$ cat src/rtl/digipot_pkg.sv
package digipot_pkg;

    localparam int unsigned INSN_W = 8;
    localparam int unsigned OPC_W  = 4;

    localparam logic [OPC_W-1:0] OPC_GXFR_D2W = 4'b0001;
    localparam logic [OPC_W-1:0] OPC_INCDEC   = 4'b0010;
    localparam logic [OPC_W-1:0] OPC_GXFR_W2D = 4'b1000;
    localparam logic [OPC_W-1:0] OPC_RD_WCR   = 4'b1001;
    localparam logic [OPC_W-1:0] OPC_WR_WCR   = 4'b1010;
    localparam logic [OPC_W-1:0] OPC_RD_DR    = 4'b1011;
    localparam logic [OPC_W-1:0] OPC_WR_DR    = 4'b1100;
    localparam logic [OPC_W-1:0] OPC_XFR_D2W  = 4'b1101;
    localparam logic [OPC_W-1:0] OPC_XFR_W2D  = 4'b1110;

    typedef enum logic [3:0] {
        OP_NONE,
        OP_RD_WCR,
        OP_WR_WCR,
        OP_RD_DR,
        OP_WR_DR,
        OP_XFR_D2W,
        OP_XFR_W2D,
        OP_GXFR_D2W,
        OP_GXFR_W2D,
        OP_INCDEC
    } op_e;

    typedef enum logic [2:0] {
        ST_RECALL,
        ST_IDLE,
        ST_GET_DATA,
        ST_HOLD,
        ST_STEP,
        ST_ARMED,
        ST_STORE
    } state_e;

endpackage

$ cat src/rtl/digipot_decode.sv
module digipot_decode
    import digipot_pkg::*;
#(
    parameter int unsigned POT_W = 2,
    parameter int unsigned REG_W = 2
) (
    input  logic [INSN_W-1:0] insn,
    output op_e               op,
    output logic [REG_W-1:0]  rsel,
    output logic [POT_W-1:0]  psel
);

    localparam int unsigned OPC_LSB = INSN_W - OPC_W;

    logic [OPC_W-1:0] opc;
    logic             pot_zero;

    assign opc      = insn[INSN_W-1:OPC_LSB];
    assign psel     = insn[POT_W-1:0];
    assign rsel     = insn[POT_W+REG_W-1:POT_W];
    assign pot_zero = (psel == '0);

    always_comb begin
        case (opc)
            OPC_RD_WCR:   op = OP_RD_WCR;
            OPC_WR_WCR:   op = OP_WR_WCR;
            OPC_RD_DR:    op = OP_RD_DR;
            OPC_WR_DR:    op = OP_WR_DR;
            OPC_XFR_D2W:  op = OP_XFR_D2W;
            OPC_XFR_W2D:  op = OP_XFR_W2D;
            OPC_GXFR_D2W: op = pot_zero ? OP_GXFR_D2W : OP_NONE; // pot field must be 00
            OPC_GXFR_W2D: op = pot_zero ? OP_GXFR_W2D : OP_NONE;
            OPC_INCDEC:   op = OP_INCDEC;
            default:      op = OP_NONE;
        endcase
    end

endmodule

$ cat src/rtl/digipot_store_timer.sv
module digipot_store_timer #(
    parameter int unsigned CYCLES = 2500000
) (
    input  logic clk,
    input  logic rst_n,
    input  logic start,
    output logic expire,
    output logic active
);

    localparam int unsigned CNT_W = $clog2(CYCLES + 1);

    logic [CNT_W-1:0] cnt_q;

    always_ff @(posedge clk or negedge rst_n) begin
        if (!rst_n) begin
            cnt_q <= '0;
        end else if (start) begin
            cnt_q <= CNT_W'(CYCLES);
        end else if (cnt_q != '0) begin
            cnt_q <= cnt_q - 1'b1;
        end
    end

    assign active = (cnt_q != '0);
    assign expire = (cnt_q == CNT_W'(1));

    a_r6_count_bounded: assert property (@(posedge clk) disable iff (!rst_n)
        cnt_q <= CNT_W'(CYCLES));

    a_r6_start_loads_full: assert property (@(posedge clk) disable iff (!rst_n)
        start |=> (cnt_q == CNT_W'(CYCLES)));

endmodule

$ cat src/rtl/digipot_regfile.sv
module digipot_regfile #(
    parameter int unsigned NPOT    = 4,
    parameter int unsigned NREG    = 4,
    parameter int unsigned DW      = 8,
    parameter int unsigned DR_SEED = 5,
    localparam int unsigned REG_W  = $clog2(NREG)
) (
    input  logic                             clk,
    input  logic                             rst_n,
    input  logic [NPOT-1:0]                  wcr_we,
    input  logic [NPOT-1:0][DW-1:0]          wcr_wd,
    input  logic [NPOT-1:0]                  dr_we,
    input  logic [REG_W-1:0]                 dr_sel,
    input  logic [NPOT-1:0][DW-1:0]          dr_wd,
    output logic [NPOT-1:0][DW-1:0]          wcr_q,
    output logic [NPOT-1:0][NREG-1:0][DW-1:0] dr_q
);

    function automatic logic [DW-1:0] dr_init(input int unsigned p, input int unsigned r);
        int unsigned v;
        v = DR_SEED + 17 * (p * NREG + r);
        return DW'(v);
    endfunction

    always_ff @(posedge clk or negedge rst_n) begin
        if (!rst_n) begin
            for (int p = 0; p < NPOT; p++) begin
                wcr_q[p] <= '0;
            end
        end else begin
            for (int p = 0; p < NPOT; p++) begin
                if (wcr_we[p]) begin
                    wcr_q[p] <= wcr_wd[p];
                end
            end
        end
    end

    always_ff @(posedge clk or negedge rst_n) begin
        if (!rst_n) begin
            for (int p = 0; p < NPOT; p++) begin
                for (int r = 0; r < NREG; r++) begin
                    dr_q[p][r] <= dr_init(p, r);
                end
            end
        end else begin
            for (int p = 0; p < NPOT; p++) begin
                for (int r = 0; r < NREG; r++) begin
                    if (dr_we[p] && (dr_sel == REG_W'(r))) begin
                        dr_q[p][r] <= dr_wd[p];
                    end
                end
            end
        end
    end

endmodule

$ cat src/rtl/digipot_cmd_exec.sv
module digipot_cmd_exec
    import digipot_pkg::*;
#(
    parameter int unsigned NPOT         = 4,
    parameter int unsigned NREG         = 4,
    parameter int unsigned DW           = 8,
    parameter int unsigned STORE_CYCLES = 2500000,
    parameter int unsigned DR_SEED      = 5
) (
    input  logic                 clk,
    input  logic                 rst_n,
    input  logic                 wp_n,
    input  logic                 cmd_valid,
    input  logic [7:0]           cmd_byte,
    input  logic                 data_valid,
    input  logic [DW-1:0]        data_byte,
    input  logic                 step_valid,
    input  logic                 step_up,
    input  logic                 stop_seen,
    output logic [DW-1:0]        rd_data,
    output logic                 busy,
    output logic [NPOT*DW-1:0]   wiper
);

    localparam int unsigned POT_W = $clog2(NPOT);
    localparam int unsigned REG_W = $clog2(NREG);
    localparam logic [DW-1:0] WMAX = {DW{1'b1}};

    // ---------------- state and held command fields ----------------
    state_e             st_q, st_d;
    op_e                op_q, op_d;
    logic [REG_W-1:0]   reg_q, reg_d;
    logic [POT_W-1:0]   pot_q, pot_d;
    logic [DW-1:0]      dat_q, dat_d;
    logic [DW-1:0]      rd_q, rd_d;
    logic               tmr_start;
    logic               tmr_expire;
    logic               tmr_active;

    op_e                dec_op;
    logic [REG_W-1:0]   dec_reg;
    logic [POT_W-1:0]   dec_pot;

    logic [NPOT-1:0]                  wcr_we;
    logic [NPOT-1:0][DW-1:0]          wcr_wd;
    logic [NPOT-1:0]                  dr_we;
    logic [REG_W-1:0]                 dr_sel;
    logic [NPOT-1:0][DW-1:0]          dr_wd;
    logic [NPOT-1:0][DW-1:0]          wcr_q;
    logic [NPOT-1:0][NREG-1:0][DW-1:0] dr_q;
    logic [DW-1:0]                    step_cur;

    digipot_decode #(
        .POT_W (POT_W),
        .REG_W (REG_W)
    ) u_decode (
        .insn (cmd_byte),
        .op   (dec_op),
        .rsel (dec_reg),
        .psel (dec_pot)
    );

    digipot_store_timer #(
        .CYCLES (STORE_CYCLES)
    ) u_timer (
        .clk    (clk),
        .rst_n  (rst_n),
        .start  (tmr_start),
        .expire (tmr_expire),
        .active (tmr_active)
    );

    digipot_regfile #(
        .NPOT    (NPOT),
        .NREG    (NREG),
        .DW      (DW),
        .DR_SEED (DR_SEED)
    ) u_regs (
        .clk    (clk),
        .rst_n  (rst_n),
        .wcr_we (wcr_we),
        .wcr_wd (wcr_wd),
        .dr_we  (dr_we),
        .dr_sel (dr_sel),
        .dr_wd  (dr_wd),
        .wcr_q  (wcr_q),
        .dr_q   (dr_q)
    );

    // ---------------- state register ----------------
    always_ff @(posedge clk or negedge rst_n) begin
        if (!rst_n) begin
            st_q  <= ST_RECALL;
            op_q  <= OP_NONE;
            reg_q <= '0;
            pot_q <= '0;
            dat_q <= '0;
            rd_q  <= '0;
        end else begin
            st_q  <= st_d;
            op_q  <= op_d;
            reg_q <= reg_d;
            pot_q <= pot_d;
            dat_q <= dat_d;
            rd_q  <= rd_d;
        end
    end

    // ---------------- next state ----------------
    always_comb begin
        st_d      = st_q;
        op_d      = op_q;
        reg_d     = reg_q;
        pot_d     = pot_q;
        dat_d     = dat_q;
        rd_d      = rd_q;
        tmr_start = 1'b0;
        unique case (st_q)
            ST_RECALL: st_d = ST_IDLE;
            ST_IDLE: begin
                if (cmd_valid) begin
                    op_d  = dec_op;
                    reg_d = dec_reg;
                    pot_d = dec_pot;
                    case (dec_op)
                        OP_RD_WCR: begin
                            rd_d = wcr_q[dec_pot];
                            st_d = ST_HOLD;
                        end
                        OP_RD_DR: begin
                            rd_d = dr_q[dec_pot][dec_reg];
                            st_d = ST_HOLD;
                        end
                        OP_WR_WCR, OP_WR_DR:       st_d = ST_GET_DATA;
                        OP_XFR_W2D, OP_GXFR_W2D:   st_d = wp_n ? ST_ARMED : ST_HOLD;
                        OP_INCDEC:                 st_d = ST_STEP;
                        default:                   st_d = ST_HOLD;
                    endcase
                end
            end
            ST_GET_DATA: begin
                if (stop_seen) begin
                    st_d = ST_IDLE;
                end else if (data_valid) begin
                    dat_d = data_byte;
                    st_d  = ((op_q == OP_WR_DR) && wp_n) ? ST_ARMED : ST_HOLD;
                end
            end
            ST_HOLD, ST_STEP: begin
                if (stop_seen) st_d = ST_IDLE;
            end
            ST_ARMED: begin
                if (stop_seen) begin
                    st_d      = ST_STORE;
                    tmr_start = 1'b1;
                end
            end
            ST_STORE: begin
                if (tmr_expire) st_d = ST_IDLE;
            end
            default: st_d = ST_IDLE;
        endcase
    end

    // ---------------- register file controls ----------------
    assign step_cur = wcr_q[pot_q];

    always_comb begin
        wcr_we = '0;
        dr_we  = '0;
        dr_sel = reg_q;
        for (int p = 0; p < NPOT; p++) begin
            wcr_wd[p] = dr_q[p][0];
            dr_wd[p]  = wcr_q[p];
        end
        unique case (st_q)
            ST_RECALL: wcr_we = '1;
            ST_IDLE: begin
                if (cmd_valid && (dec_op == OP_XFR_D2W)) begin
                    wcr_we[dec_pot] = 1'b1;
                    wcr_wd[dec_pot] = dr_q[dec_pot][dec_reg];
                end else if (cmd_valid && (dec_op == OP_GXFR_D2W)) begin
                    wcr_we = '1;
                    for (int p = 0; p < NPOT; p++) wcr_wd[p] = dr_q[p][dec_reg];
                end
            end
            ST_GET_DATA: begin
                if (!stop_seen && data_valid && (op_q == OP_WR_WCR)) begin
                    wcr_we[pot_q] = 1'b1;
                    wcr_wd[pot_q] = data_byte;
                end
            end
            ST_STEP: begin
                if (!stop_seen && step_valid) begin
                    wcr_we[pot_q] = 1'b1;
                    if (step_up) wcr_wd[pot_q] = (step_cur == WMAX) ? step_cur : step_cur + 1'b1;
                    else         wcr_wd[pot_q] = (step_cur == '0)   ? step_cur : step_cur - 1'b1;
                end
            end
            ST_ARMED: begin
                if (stop_seen) begin
                    if (op_q == OP_GXFR_W2D) begin
                        dr_we = '1;
                    end else begin
                        dr_we[pot_q] = 1'b1;
                        if (op_q == OP_WR_DR) dr_wd[pot_q] = dat_q;
                    end
                end
            end
            ST_HOLD, ST_STORE: ;
            default: ;
        endcase
    end

    // ---------------- outputs ----------------
    assign rd_data = rd_q;
    assign busy    = (st_q == ST_RECALL) || (st_q == ST_STORE);
    assign wiper   = wcr_q;

    // ---------------- assertions ----------------
    for (genvar g = 0; g < NPOT; g++) begin : g_recall_chk
        a_r1_recall_dr0: assert property (@(posedge clk) disable iff (!rst_n)
            (st_q == ST_RECALL) |=> (wcr_q[g] == $past(dr_q[g][0])));
    end

    a_r12_busy_needs_stop: assert property (@(posedge clk) disable iff (!rst_n)
        $rose(busy) |-> $past(stop_seen));

    a_r6_store_has_timer: assert property (@(posedge clk) disable iff (!rst_n)
        (st_q == ST_STORE) |-> tmr_active);

    a_r7_store_keeps_wipers: assert property (@(posedge clk) disable iff (!rst_n)
        ((st_q == ST_STORE) && ($past(st_q) == ST_STORE)) |-> $stable(wcr_q));

    a_r8_protect_no_arm: assert property (@(posedge clk) disable iff (!rst_n)
        ((st_q == ST_IDLE) && cmd_valid && !wp_n &&
         ((dec_op == OP_XFR_W2D) || (dec_op == OP_GXFR_W2D))) |=> (st_q != ST_ARMED));

    a_r10_hold_at_top: assert property (@(posedge clk) disable iff (!rst_n)
        ((st_q == ST_STEP) && step_valid && step_up && !stop_seen && (step_cur == WMAX))
        |=> (wcr_q[pot_q] == WMAX));

    a_r10_hold_at_bottom: assert property (@(posedge clk) disable iff (!rst_n)
        ((st_q == ST_STEP) && step_valid && !step_up && !stop_seen && (step_cur == '0))
        |=> (wcr_q[pot_q] == '0));

endmodule

$ cat config.mk
export PLATFORM = sky130hd
export DESIGN_NAME = digipot_cmd_exec
export DESIGN_NICKNAME = d
export VERILOG_FILES = /design/src/rtl/digipot_pkg.sv /design/src/rtl/digipot_decode.sv /design/src/rtl/digipot_store_timer.sv /design/src/rtl/digipot_regfile.sv /design/src/rtl/digipot_cmd_exec.sv
export SDC_FILE = /design/constraint.sdc
export NUM_CORES = 1
export LEC_CHECK = 0
export BUFFER_PORTS_ARGS = -buffer_cell sky130_fd_sc_hd__buf_2
export CAP_MARGIN = 20
export CORE_ASPECT_RATIO = 1.5
export CORE_MARGIN = 2
export CORE_UTILIZATION = 26
export CTS_CLUSTER_DIAMETER = 40
export DETAILED_ROUTE_END_ITERATION = 6
export MAX_ROUTING_LAYER = met4
export SLEW_MARGIN = 0
export SYNTH_ARGS = -nofsm -noshare
export SYNTH_HDL_FRONTEND = slang
export SYNTH_SLANG_ARGS = --single-unit
$ cat constraint.sdc
create_clock -name clk -period 4.6 [get_ports clk]
set_clock_uncertainty 0.2 [all_clocks]
set_input_delay 0.23 -clock clk [delete_from_list [all_inputs] [get_ports clk]]
set_output_delay 0.23 -clock clk [all_outputs]
set_load 0.01 [all_outputs]
==> flow_metrics.env <==
export IMPL_initial_core_util_pct=26.27
export IMPL_design_portCount=65
export IMPL_ys_ff_latch=209
export IMPL_synth_edf_count=0
export IMPL_synth_compound_area_share_pct=17.47
export IMPL_rows=96
export IMPL_r2r_setup_slack_ns=1.15
export IMPL_place_area_mm2=0.01293
export IMPL_r2r_start="pot_q[1]"
export IMPL_path_class="reg -> reg"
export IMPL_worstPathRequired_ns=4.81
export IMPL_holdPathStages=3
export IMPL_synth_xor_area_share_pct=1.315
export IMPL_finalSetupViolations=0
export IMPL_setup_tns_ns=0
export IMPL_drv_cap=0
export IMPL_hold_viol_final=0
export IMPL_status="complete, but fails checks"
export IMPL_clk_latency_ns=0.56
export IMPL_cts_buffers_inserted=29
export IMPL_final_common_cell="nand2_1"
export IMPL_drt_wl_total_um=47500
export IMPL_drt_iter0_markers=1089
export IMPL_critPathLaunch="pot_q[1]"
export IMPL_use_met1_pct=22.30
export IMPL_violations="DRC"
export IMPL_finish_net_count=1280
export IMPL_dr_pass1_iters=7
export IMPL_ff2ff_path_depth=9
export IMPL_synthFlopType="dfrtp_1"
export IMPL_finalCriticalPeriod_ns=3.447
export IMPL_p_total_mw=7.788
export IMPL_ant_nets=0
export IMPL_gr_total_overflow=0
export IMPL_synthMuxAreaShare_pct=16.50
export IMPL_clk_path_buf_depth=3
export IMPL_async_reset_ff_share_pct=100.0
export IMPL_seq_area_frac_synth_pct=44.26
export IMPL_fin_area_mm2=0.01406
export IMPL_cts_setup_buffers=0
export IMPL_ys_warn_count=0
export IMPL_drc=4
export IMPL_hpwl_um=35770
export IMPL_most_common_layout_cells="175 x nand2_1, 148 x dfrtp_1, 102 x o21ai_0, 95 x nor2_1, 66 x a21oi_1"
export IMPL_cts_max_level=1
export IMPL_min_path_type="in -> reg"
export IMPL_syn_area_mm2=0.01199
export IMPL_start_kind="flop"
export IMPL_synth_cells=1186
export IMPL_syn_to_final_growth_pct=17.27
export IMPL_cp_slowest_cell="dfrtp_1"
export IMPL_rsz0062_at_grt="no"
export IMPL_track_usage_pct=20.49
export IMPL_clk_pin_slew_worst_paths_ns=0.07
export IMPL_period_share_pct=74.94
export IMPL_fmaxAchievable_mhz=290.1
export IMPL_post_drt_wl_per_cell_um=25.50
export IMPL_cts_tree="done"
export IMPL_io_buffers=64
export IMPL_avgSynthCellArea_um2=10.11
export IMPL_cp_max_fo=20
export IMPL_antenna_found_initial=0
export IMPL_dieArea_mm2=0.04788
export IMPL_core_mm2=0.04564
export IMPL_die_w_um=179.3
export IMPL_critical_path_arrival_ns=3.66
export IMPL_crit_end="u_regs.wcr_q[9]"
export IMPL_critPathMaxStageDelay_ns=0.81
export IMPL_yosys_area_share_simple_pct=16.84
export IMPL_dieHeight_um=267.0
export IMPL_vdd_drop_max_v=0.0002492
export IMPL_ys_types=90
export IMPL_vias=10540
export IMPL_place_congestion=1.028
export IMPL_slew_violations=0
export IMPL_power_density_mw_per_mm2=553.9
export IMPL_met3_usage_pct=2.977
export IMPL_synth_nets=1214
export IMPL_grt_pass1_wl_um=69950
export IMPL_vias_per_cell=5.660
export IMPL_reg2reg_to="u_regs.wcr_q[9]"
export IMPL_use_met2_pct=33.50
export IMPL_synth_top_family_by_area="compound AO/OA/AOI/OAI gates"
export IMPL_grt_busiest_layer="met2"
export IMPL_crit_chain="mux4_2 -> inv_1 -> ha_1 -> nand2_1 -> o22ai_1 -> and4_1 -> a22oi_1 -> o211ai_1 -> o221ai_1"
export IMPL_worstMarginPinSlew_ns=0.8873
export IMPL_grt_max_degree=115
export IMPL_root_buffer="clkbuf_16"
export IMPL_endpoint_kind="flop"
export IMPL_grt_pass1_vias=10550
export IMPL_clock_sinks=209
export IMPL_synthAdderAreaFrac_pct=0.4174
export IMPL_layout_drive_gt1_share_pct=22.84
export IMPL_slew_headroom_pct=40.63
export IMPL_p_leak_nw=5.693
==> cells in the mapped netlist, types with 5 or more instances <==
cell type  number  area [µm²]
a211oi_1        7       52.55
a21oi_1        66       330.3
a221oi_1        5       43.79
a222oi_1       17       170.2
a31oi_1         9       56.30
and2_1          6       37.54
and3_1         10       62.56
buf_1          10       37.54
buf_2          24       120.1
clkbuf_1       34       127.6
dfrtp_1       148        3704
dfstp_2        61        1603
inv_1          14       52.55
mux2_2         17       191.4
mux2i_1        51       510.5
mux4_2         55        1239
nand2_1       175       656.9
nand2b_1       10       62.56
nand3_1        23       115.1
nand4_1        10       62.56
nor2_1         95       356.6
nor2b_1        18       112.6
nor3_1         19       95.09
o211ai_1        9       67.56
o21ai_0       102       510.5
o21ai_1        24       120.1
o221ai_1       22       192.7
o22ai_1         8       50.05
or3_1          12       75.07
xnor2_1         9       78.83
xor2_1          9       78.83
==> sequential cells by signal (all words and copies together), names as in the netlist <==
signal	flops
dat_q	8
dr_sel	2
op_q	4
pot_q	2
rd_data	8
st_q	3
u_regs.dr_q	128
u_regs.wcr_q	32
u_timer.cnt_q	22
==> repair_timing <==
| action | CTS | global route |
|---|---|---|
| hold buffers | 19 | 0 |
| hold endpoints to repair | 105 | 0 |
| resized for setup | 0 | 0 |
==> cell type report <==
| type | instances | area [µm²] |
|---|---|---|
| Antenna cell | 1 | 2.502 |
| Clock buffer | 37 | 785.8 |
| Clock inverter | 16 | 152.6 |
| Fill cell | 4755 | 31580 |
| Inverter | 14 | 52.55 |
| Multi-Input combinational cell | 890 | 6305 |
| Sequential cell | 209 | 5306 |
| Tap cell | 588 | 735.7 |
| Timing Repair Buffer | 108 | 719.4 |
==> cells by family after synthesis <==
group | count (synthesis)
adder cells (fa/ha/maj) | 4
buffers and inverters | 87
XOR/XNOR | 18
AND/OR/NAND/NOR | 420
AO/OA/AOI/OAI | 323
multiplexers | 125
flip-flops | 209
==> through the flow <==
stage          hold WS, ns  util [%]  worst slack [ns]  std cells
3_5_place_dp        0.1592     28.33             1.189       1790
4_1_cts            0.04535     30.80             1.205       1862
6_report           0.07387     30.80             1.153       1863
3_3_place_gp        0.1539     28.33             1.221       1790
2_1_floorplan      -0.2656         -             1.818       1186
5_1_grt            0.09303     30.80            0.9443       1862
==> worst max-delay path, delay by kind of cell, from the launching register on <==
kind | cells | cell delay, ns
AOI/OAI and AO/OA | 4 | 0.98
adders and majority gates | 1 | 0.20
buffers and inverters | 1 | 0.09
DFF | 1 | 0.81
muxes | 1 | 0.49
and+or+nand+nor | 2 | 0.51
==> worst min-delay path by stage <==
stage / start / to
finish: step_up / u_regs.wcr_q[7]
global route: step_up / u_regs.wcr_q[7]
CTS: step_up / u_regs.wcr_q[7]
detailed placement: rst_n / u_regs.dr_q[45]
global placement: rst_n / u_regs.dr_q[37]
floorplan: rst_n / dat_q[0]
==> layer usage <==
| metal | wire length [µm] | part of all wire (%) | up-vias |
|---|---|---|---|
| met5 | 0 | 0 | - |
| met3 | 3138 | 6.6 | 225 |
| met1 | 16950 | 36 | 5212 |
| met4 | 4451 | 9.4 | 0 |
| li1 | - | - | 4595 |
| met2 | 22970 | 48 | 512 |
==> power by group <==
| part | total (mW) | switching, mW | internal [mW] | leakage (nW) |
|---|---|---|---|---|
| clock | 2.18 | 0.935 | 1.24 | 0.456 |
| combinational | 2.60 | 1.60 | 1.01 | 2.66 |
| sequential | 3.01 | 0.657 | 2.35 | 2.58 |
| total | 7.79 | 3.19 | 4.60 | 5.69 |
Power figures use the tool's default switching activity.
